<file path="src/rtl/bank_rf_pkg.sv">
package bank_rf_pkg;

  // Register banks that own private storage
  typedef enum logic [2:0] {
    BK_USR = 3'd0,
    BK_FIQ = 3'd1,
    BK_IRQ = 3'd2,
    BK_SVC = 3'd3,
    BK_MON = 3'd4,
    BK_ABT = 3'd5,
    BK_UND = 3'd6
  } bank_e;

  localparam int NUM_BANKS = 7;
  localparam int NUM_SR    = NUM_BANKS - 1;
  localparam int SR_SEL_W  = $clog2(NUM_SR);

  // Physical layout: shared low words, program counter, two upper-range copies,
  // then a stack/link pair per bank.
  localparam int P_PC      = 8;
  localparam int P_USR_HI  = 9;
  localparam int P_FIQ_HI  = 14;
  localparam int P_SP_BASE = 19;
  localparam int PHYS_N    = P_SP_BASE + 2 * NUM_BANKS;
  localparam int PHYS_W    = $clog2(PHYS_N);

  // Mode codes
  localparam logic [4:0] MODE_USR = 5'b10000;
  localparam logic [4:0] MODE_FIQ = 5'b10001;
  localparam logic [4:0] MODE_IRQ = 5'b10010;
  localparam logic [4:0] MODE_SVC = 5'b10011;
  localparam logic [4:0] MODE_MON = 5'b10110;
  localparam logic [4:0] MODE_ABT = 5'b10111;
  localparam logic [4:0] MODE_UND = 5'b11011;
  localparam logic [4:0] MODE_SYS = 5'b11111;

endpackage

</file>
<file path="src/rtl/bank_rf_mode_dec.sv">
module bank_rf_mode_dec
  import bank_rf_pkg::*;
(
  input  logic [4:0]          mode,
  output bank_e               bank,
  output logic                has_sr,
  output logic [SR_SEL_W-1:0] sr_sel
);

  always_comb begin
    case (mode)
      MODE_FIQ: bank = BK_FIQ;
      MODE_IRQ: bank = BK_IRQ;
      MODE_SVC: bank = BK_SVC;
      MODE_MON: bank = BK_MON;
      MODE_ABT: bank = BK_ABT;
      MODE_UND: bank = BK_UND;
      default:  bank = BK_USR;
    endcase
  end

  always_comb begin
    has_sr = (bank != BK_USR);
    sr_sel = has_sr ? SR_SEL_W'(int'(bank) - 1) : '0;
  end

endmodule

</file>
<file path="src/rtl/bank_rf_map.sv">
module bank_rf_map
  import bank_rf_pkg::*;
(
  input  logic [3:0]        idx,
  input  bank_e             bank,
  output logic [PHYS_W-1:0] phys
);

  always_comb begin
    if (idx == 4'd15) begin
      phys = PHYS_W'(P_PC);
    end else if (idx < 4'd8) begin
      phys = PHYS_W'(idx);
    end else if (idx < 4'd13) begin
      if (bank == BK_FIQ) phys = PHYS_W'(P_FIQ_HI + int'(idx) - 8);
      else                phys = PHYS_W'(P_USR_HI + int'(idx) - 8);
    end else begin
      phys = PHYS_W'(P_SP_BASE + 2 * int'(bank) + int'(idx) - 13);
    end
  end

endmodule

</file>
<file path="src/rtl/bank_rf_store.sv">
module bank_rf_store #(
  parameter int DATA_W = 32,
  parameter int DEPTH  = 33,
  parameter int AW     = 6
) (
  input  logic              clk,
  input  logic              rst_n,
  input  logic [AW-1:0]     rd_a_ph,
  output logic [DATA_W-1:0] rd_a_data,
  input  logic [AW-1:0]     rd_b_ph,
  output logic [DATA_W-1:0] rd_b_data,
  input  logic              wr_en,
  input  logic [AW-1:0]     wr_ph,
  input  logic [DATA_W-1:0] wr_data
);

  localparam int SLOTS = 2 ** AW;

  logic [DATA_W-1:0] word_q [SLOTS];

  for (genvar g = 0; g < SLOTS; g++) begin : g_slot
    if (g < DEPTH) begin : g_live
      logic              hit;
      logic [DATA_W-1:0] q;
      logic [DATA_W-1:0] d;

      always_comb begin
        hit = wr_en && (wr_ph == AW'(g));
        d   = hit ? wr_data : q;
      end

      always_ff @(posedge clk or negedge rst_n) begin
        if (!rst_n) q <= '0;
        else        q <= d;
      end

      assign word_q[g] = q;
    end else begin : g_tie
      assign word_q[g] = '0;
    end
  end

  assign rd_a_data = word_q[rd_a_ph];
  assign rd_b_data = word_q[rd_b_ph];

endmodule

</file>
<file path="src/rtl/bank_rf_status.sv">
module bank_rf_status #(
  parameter int DATA_W = 32,
  parameter int N      = 6,
  parameter int SW     = 3
) (
  input  logic              clk,
  input  logic              rst_n,
  input  logic              has_sr,
  input  logic [SW-1:0]     sel,
  input  logic              wr_en,
  input  logic [DATA_W-1:0] wr_data,
  output logic [DATA_W-1:0] rd_data
);

  localparam int SLOTS = 2 ** SW;

  logic [DATA_W-1:0] sr_q [SLOTS];

  for (genvar g = 0; g < SLOTS; g++) begin : g_sr
    if (g < N) begin : g_live
      logic              hit;
      logic [DATA_W-1:0] q;
      logic [DATA_W-1:0] d;

      always_comb begin
        hit = wr_en && has_sr && (sel == SW'(g));
        d   = hit ? wr_data : q;
      end

      always_ff @(posedge clk or negedge rst_n) begin
        if (!rst_n) q <= '0;
        else        q <= d;
      end

      assign sr_q[g] = q;
    end else begin : g_tie
      assign sr_q[g] = '0;
    end
  end

  assign rd_data = has_sr ? sr_q[sel] : '0;

endmodule

</file>
<file path="src/rtl/bank_rf.sv">
module bank_rf
  import bank_rf_pkg::*;
#(
  parameter int DATA_W = 32
) (
  input  logic              clk,
  input  logic              rst_n,
  input  logic [4:0]        mode,
  input  logic [3:0]        rd_a_idx,
  output logic [DATA_W-1:0] rd_a_data,
  input  logic [3:0]        rd_b_idx,
  output logic [DATA_W-1:0] rd_b_data,
  input  logic              wr_en,
  input  logic [3:0]        wr_idx,
  input  logic [DATA_W-1:0] wr_data,
  output logic [DATA_W-1:0] sr_rd_data,
  input  logic              sr_wr_en,
  input  logic [DATA_W-1:0] sr_wr_data
);

  // Reset: asserted asynchronously, released on the clock
  logic [1:0] rst_sync_q;
  logic [1:0] rst_sync_d;
  logic       rst_int_n;

  always_comb rst_sync_d = {rst_sync_q[0], 1'b1};

  always_ff @(posedge clk or negedge rst_n) begin
    if (!rst_n) rst_sync_q <= '0;
    else        rst_sync_q <= rst_sync_d;
  end

  assign rst_int_n = rst_sync_q[1];

  // Mode decode
  bank_e               bank;
  logic                has_sr;
  logic [SR_SEL_W-1:0] sr_sel;

  bank_rf_mode_dec u_dec (
    .mode   (mode),
    .bank   (bank),
    .has_sr (has_sr),
    .sr_sel (sr_sel)
  );

  // One mapper per port
  logic [PHYS_W-1:0] ph_a, ph_b, ph_w;

  bank_rf_map u_map_a (.idx(rd_a_idx), .bank(bank), .phys(ph_a));
  bank_rf_map u_map_b (.idx(rd_b_idx), .bank(bank), .phys(ph_b));
  bank_rf_map u_map_w (.idx(wr_idx),   .bank(bank), .phys(ph_w));

  bank_rf_store #(
    .DATA_W (DATA_W),
    .DEPTH  (PHYS_N),
    .AW     (PHYS_W)
  ) u_store (
    .clk       (clk),
    .rst_n     (rst_int_n),
    .rd_a_ph   (ph_a),
    .rd_a_data (rd_a_data),
    .rd_b_ph   (ph_b),
    .rd_b_data (rd_b_data),
    .wr_en     (wr_en),
    .wr_ph     (ph_w),
    .wr_data   (wr_data)
  );

  bank_rf_status #(
    .DATA_W (DATA_W),
    .N      (NUM_SR),
    .SW     (SR_SEL_W)
  ) u_status (
    .clk     (clk),
    .rst_n   (rst_int_n),
    .has_sr  (has_sr),
    .sel     (sr_sel),
    .wr_en   (sr_wr_en),
    .wr_data (sr_wr_data),
    .rd_data (sr_rd_data)
  );

endmodule

</file>
<file path="config.mk">
export PLATFORM = sky130hd
export DESIGN_NAME = bank_rf
export DESIGN_NICKNAME = d
export VERILOG_FILES = /design/src/rtl/bank_rf_pkg.sv /design/src/rtl/bank_rf_mode_dec.sv /design/src/rtl/bank_rf_map.sv /design/src/rtl/bank_rf_store.sv /design/src/rtl/bank_rf_status.sv /design/src/rtl/bank_rf.sv
export SDC_FILE = /design/constraint.sdc
export NUM_CORES = 2
export LEC_CHECK = 0
export ABC_AREA = 1
export BUFFER_PORTS_ARGS = -buffer_cell sky130_fd_sc_hd__buf_2
export CAP_MARGIN = 30
export CORE_MARGIN = 2
export CORE_UTILIZATION = 35
export CTS_CLUSTER_DIAMETER = 50
export DETAILED_ROUTE_END_ITERATION = 16
export PLACE_DENSITY_LB_ADDON = 0.1
export SYNTH_ARGS = -nofsm -noshare
export SYNTH_HDL_FRONTEND = slang
export SYNTH_SLANG_ARGS = --single-unit
</file>
<file path="constraint.sdc">
create_clock -name clk -period 60.9 [get_ports clk]
set_input_delay 9.135 -clock clk [delete_from_list [all_inputs] [get_ports clk]]
set_output_delay 9.135 -clock clk [all_outputs]
set_load 0.005 [all_outputs]
</file>
Word level (Yosys, flattened, before mapping). Index checks and enable logic that the tools add are counted.

Register bits: 1250. Latch bits: 0. Bits in writable memories: 0. Memory bits (read-only): 0. Logic and storage cells: 186. Memories: 0.

Add/subtract/negate cells: 20. Multiply operators: 0. Div/mod/pow operators: 0. $lt $le $gt $ge: 9. Equality and inequality tests: 47. Shifts and indexed selects: 0. Multiplexer cells: 24. Bitwise operators: 3. Reduce and logical (&&, ||, !) cells: 43.

Operators with widths (number): 32-bit binary-select mux with 6-bit select (2); 32-bit 2-to-1 mux (7); 32-bit binary-select mux with 3-bit select (1); 6-bit by 5-bit equality test with 1-bit output (second input constant) (16); 6-bit 2-to-1 mux (12); 6-bit by 5-bit subtractor with 6-bit output (second input constant) (9); 6-bit by 4-bit equality test with 1-bit output (second input constant) (8); 1-bit logical AND (40); 4-bit by 4-bit adder with 5-bit output (first input constant) (6); 5-bit equality test (second input constant) (6); 6-bit by 3-bit equality test with 1-bit output (second input constant) (4); 4-bit < comparator (second input constant) (6); 6-bit by 5-bit adder with 6-bit output (3); 3-bit one-hot mux with 6 select lines (1); 7-bit >= comparator (second input constant) (2); 6-bit NOT with 7-bit output (2); 4-bit equality test (second input constant) (3); 6-bit by 2-bit equality test with 1-bit output (second input constant) (2); 5-bit by 4-bit adder with 6-bit output (first input constant) (1); 3-bit by 1-bit equality test with 1-bit output (second input constant) (2); 3-bit by 2-bit equality test with 1-bit output (second input constant) (2); 3-bit equality test (second input constant) (2); 6-bit by 1-bit equality test with 1-bit output (second input constant) (1); 6-bit equality test (second input constant) (1); other kinds (7) (7).

Logic depth before layout (Yosys ltp).
Depth after elaboration: 12. Mapped depth: 24.

Modules after synthesis. A second synthesis with hierarchy kept.

Cell total of the unflattened synthesis: 10370. Area, all modules: 71030.6 µm².

By module, submodules not included: bank_rf_store (instances 1, cells an instance 9023, area an instance 60730.7 µm²); bank_rf_status (instances 1, cells an instance 1089, area an instance 8864.8 µm²); bank_rf_map (instances 3, cells an instance 75, area an instance 414.1 µm²); bank_rf_mode_dec (instances 1, cells an instance 30, area an instance 138.9 µm²); bank_rf (instances 1, cells an instance 3, area an instance 53.8 µm²).

Worst setup path after synthesis. No wires, ideal clock.

Kind: input-to-output. Start: input mode[3]. End: output rd_a_data[0]. Arrival: 12.248 ns. Path slack: 39.517 ns. Stages on the path: 22. Path buffers: 1. Path through: inv_2 -> nand4_2 -> inv_1 -> nand2_1 -> nand2_1 -> inv_1 -> ha_1 -> inv_1 -> ha_1 -> inv_1 -> ha_1 -> inv_1 -> fa_1 -> nand2_1 -> nor3b_1 -> nor3_1 -> inv_1 -> nand4_1 -> nor3_1 -> clkbuf_1 -> nand2_1 -> nand2_1.

Longest elaborated chain between the ends: 12. Elaborated cells between the ends (all ways): 19. Classes of those cells: add/sub (3); eq/ne (7); mux (8); bitwise (1).

RTL lines: from (decl) (RTL line bank_rf.sv:8) `input logic [4:0] mode,`; 5-bit equality test (RTL line bank_rf_mode_dec.sv:11) `case (mode)`; 3-bit one-hot mux with 6 select lines (*) (RTL line bank_rf_mode_dec.sv:11); 5-bit by 4-bit adder with 6-bit output (RTL line bank_rf_map.sv:18) `phys = PHYS_W'(P_SP_BASE + 2 * int'(bank) + int'(idx) - 13);`; 6-bit by 5-bit adder with 6-bit output (RTL line bank_rf_map.sv:18); 6-bit by 5-bit subtractor with 6-bit output (RTL line bank_rf_map.sv:18); 6-bit 2-to-1 mux (*) (RTL line bank_rf_map.sv:14) `end else if (idx < 4'd13) begin`; 6-bit 2-to-1 mux (*) (RTL line bank_rf_map.sv:12) `end else if (idx < 4'd8) begin`; 6-bit 2-to-1 mux (*) (RTL line bank_rf_map.sv:10) `if (idx == 4'd15) begin`; 6-bit NOT with 7-bit output (not written as such) (*) (RTL line bank_rf_store.sv:43) `assign rd_a_data = word_q[rd_a_ph];`; 32-bit binary-select mux with 6-bit select (*) (RTL line bank_rf_store.sv:43); 32-bit 2-to-1 mux (not written as such) (*) (2 in series) (RTL line bank_rf_store.sv:43); to (decl) (RTL line bank_rf.sv:10) `output logic [DATA_W-1:0] rd_a_data,`.

Mark *: on every way between the ends. The rest lies on a longest branch, timed or not. The select of a mux whose other input is x is not followed.

Final worst setup path.
Start: input mode[3]. End: output rd_a_data[14].

The elaborated chain is that of the path after synthesis.

==> flow_metrics.py <==
metrics = {
    "sta": {
        "period_needed_ps": 24370,
        "finalMaxSlewViolations": 0,
        "skew_ps": 46.18,
        "hold_violations": 0,
        "finalSetupViolations": 0,
        "maxSlewHeadroom_pct": 15.03,
        "period_share_pct": 40.01,
        "max_freq_mhz": 41.04,
        "grt_setup_unrepaired": "no",
        "fin_setup_tns_ps": 0,
        "worstMarginPinSlew_ps": 1275,
    },
    "logic_synthesis": {
        "ys.flop_type": "dfrtp_1",
        "syn_inst": 10680,
        "yosys.area_share.simple_pct": 35.68,
        "synth_edf_count": 0,
        "ys_seq_area_share_pct": 42.89,
        "synth_xor_area_share_pct": 0.08578,
        "synth_cell_types": 43,
        "synth_area_per_cell_um2": 6.830,
        "synth_adder_area_share_pct": 0.7686,
        "synth_compound_area_share_pct": 9.645,
        "ys_async_sr_fraction_pct": 100.0,
        "ys_warn_count": 0,
        "synth_mux_area_share_pct": 0,
        "netlist_area_mm2": 0.07293,
        "synth-seq-cells": 1250,
        "synth_top_family_by_area": "simple AND/OR/NAND/NOR gates",
    },
    "layout": {
        "drive_gt1_share_pct": 7.929,
        "syn2layout_area_growth_pct": 14.35,
        "stdcell_count": 13330,
        "final_nets": 10490,
    },
    "setup_path": {
        "crit_top_cell": "nand3_1",
        "crit_required_ps": 51760,
        "crit_path_top_delay_cell": "inv_8",
        "startpoint_type": "input pin",
        "crit_chain": "buf_2 -> inv_2 -> nand4_2 -> inv_1 -> nand2_1 -> nand2_1 -> inv_1 -> ha_1 -> nor2_1 -> a211oi_1 -> nand2_4 -> inv_8 -> buf_4 -> buf_4 -> nand3_1 -> nand3_1 -> nand3_1 -> nand3_1 -> nand3_1 -> nand2_1 -> buf_2",
        "critical_path_arrival_ps": 15230,
        "end_kind": "output pin",
        "crit_type": "input pin to output pin",
        "path_max_fanout": 102,
        "slowest_delay_ps": 910,
    },
    "clock_tree": {
        "worstSkewPairLatency_ps": 890,
        "post_cts_buffers": 0,
        "cts-root-buf": "clkbuf_16",
        "cts_made_buffers": 194,
        "cts_sinks": 1250,
        "clkTransAtPathRegs_ps": 50,
        "cts.path.max_buffers": 3,
        "postCtsHoldBufs": 0,
        "cts_tree": "yes",
        "cts_resized": 0,
        "htreeDepth": 4,
    },
    "die": {
        "initial_core_util_pct": 35.22,
        "die_w_um": 460.5,
        "rows": 167,
        "io_pins": 181,
        "die_h_um": 460.5,
        "die_area_mm2": 0.2121,
        "core_area_mm2": 0.2071,
    },
    "grt": {
        "antenna_found_initial": 12,
        "grt_first_pass_wirelength_um": 490600,
        "overflow": 0,
        "grt_max_degree": 178,
        "top_usage_layer": "met2",
        "met1_usage_pct": 40.26,
        "grt_pass1_vias": 70400,
        "grt_util_met2_pct": 49.07,
        "grt.total_usage_pct": 31.08,
        "use_met3_pct": 4.937,
    },
    "detailed_routing": {
        "antenna_left": 0,
        "vias": 73400,
        "dr.pass1.iters": 8,
        "wl_per_cell_um": 24.97,
        "via_per_inst": 5.507,
        "wirelength_um": 332900,
        "drc": 0,
        "drt-initial-drc-count": 8105,
    },
    "placed_design": {
        "gp_congestion": 0.8594,
        "io_buffer_count": 180,
        "dpl.hpwl_um": 184700,
        "dp_cells": 12950,
    },
    "job": {
        "cap_violations": 0,
    },
    "hold_path": {
        "hp-class": "flop to async pin",
    },
    "power": {
        "power_density_mw_per_mm2": 42.42,
        "p_leak_nw": 41.36,
        "ir_worst_vdd_uv": 38.66,
    },
    "outcome": {
        "status": "finished clean",
    },
}
## cell type report
type                       instances  area [um2]
clock inverter                   112        1679
timing repair buffer             364        3043
clock buffer                     251        5349
tap                             2788        3488
fill                           21750      123700
sequential                      1250       31280
multi-input combinational       7368       34030
inverter                        1186        4496
antenna                           11       27.53
## final timing paths
kind | start | to | cells after the start | slack, ps
max in group asynchronous | rst_n | rst_sync_q[1]$_DFF_PN0_ | 1 | 52720
max reg2reg | rst_sync_q[1]$_DFF_PN0_ | u_store.g_slot[10].g_live.q[9]$_DFFE_PN0P_ | 6 | 56180
max | mode[3] | rd_a_data[14] | 21 | 36540
min | rst_sync_q[1]$_DFF_PN0_ | u_store.g_slot[3].g_live.q[30]$_DFFE_PN0P_ | 1 | 310
min reg2reg | rst_sync_q[1]$_DFF_PN0_ | u_store.g_slot[3].g_live.q[30]$_DFFE_PN0P_ | 1 | 310
min in group clk | rst_sync_q[0]$_DFF_PN0_ | rst_sync_q[1]$_DFF_PN0_ | 0 | 350
## registers in the layout (all words and copies together) (netlist names)
register and count:
u_status.g_sr.g_live.q 192, rst_sync_q 2, u_store.g_slot.g_live.q 1056
## Yosys cell counts, types with 2 or more instances
master       n  share of area, %
buf_6        8              0.12
xor2_1       4             0.048
fa_1         3             0.082
o211ai_1    32              0.33
clkinv_1     5             0.026
a21oi_1     36              0.25
nor2_1     143              0.74
dfrtp_1   1250                43
nor3b_1      2             0.021
buf_2      122              0.84
buf_4        4             0.041
nand2_1   3204                16
nand3_1   2488                17
nand3_2      3             0.041
a211oi_1    35              0.36
or2_2       36              0.31
nor3_1       6             0.041
buf_1       84              0.43
nor2_2       6             0.051
o21ai_0    618               4.2
inv_2       12             0.062
conb_1       2             0.010
clkbuf_1   658               3.4
nand3b_1    26              0.27
nand3_4     16              0.38
inv_1     1169               6.0
nor3_4       3             0.067
nor2_4       2             0.031
nand4_1      9             0.077
ha_1        40              0.69
o31ai_1      3             0.031
o21ai_1    636               4.4
nand2_2      3             0.026
## cells by family after synthesis
logic type,Yosys count
simple gates,5951
flops,1250
fa+ha+maj,43
other cells,2
xor+xnor,5
compound gates,1365
buf+inv,2062
## metal layers
layer,vias up,routed length (um)
met5,-,0
met4,0,21730
met3,807,24390
met2,3307,149300
met1,35490,137500
li1,33800,-
## cell usage in the layout, fill, tap and decap left out, types with 16 or more instances in the layout
master        n
nand2_1    3182
o21ai_0     617
nor2_1      139
nand3b_1     26
a21oi_1      36
o211ai_1     32
or2_2        36
clkbuf_8     28
clkinv_2     27
inv_1      1166
nand2_4      16
buf_4       141
a211oi_1     35
ha_1         39
bufinv_16    26
clkbuf_16   194
nand3_4      26
o21ai_1     636
inv_6        20
buf_2       180
dfrtp_1    1249
buf_16       31
clkbuf_1     29
nand3_1    2479
## where the power goes
group / switching [W] / internal, W / total [W] / leakage, nW
registers: 0.000152 / 0.00110 / 0.00125 / 16.4
logic: 0.000717 / 0.000360 / 0.00108 / 21.6
clock network: 0.000467 / 0.000741 / 0.00121 / 3.39
## worst max-delay path, delay by kind of cell
kind            cells  cell delay [ps]
simple gates       11             2020
fa+ha+maj           1              310
compound gates      1              310
buf+inv             8             3080
## per-stage QoR
stage / hold WS, ps / utilization, % / area (um2) / worst slack [ps] / total power (W)
2_1_floorplan: 331.2 / - / 72940 / 23480 / 0.001981
3_3_place_gp: 338.2 / 36.42 / 75420 / 36690 / 0.002295
3_5_place_dp: 342.8 / 36.76 / 76120 / 36780 / 0.002319
4_1_cts: 350.5 / 40.16 / 83150 / 36780 / 0.003537
5_1_grt: 337.7 / 40.27 / 83390 / 36390 / 0.003761
6_report: 312.0 / 40.28 / 83400 / 36540 / 0.003538
Note: power is estimated with default switching activity, not from simulation.
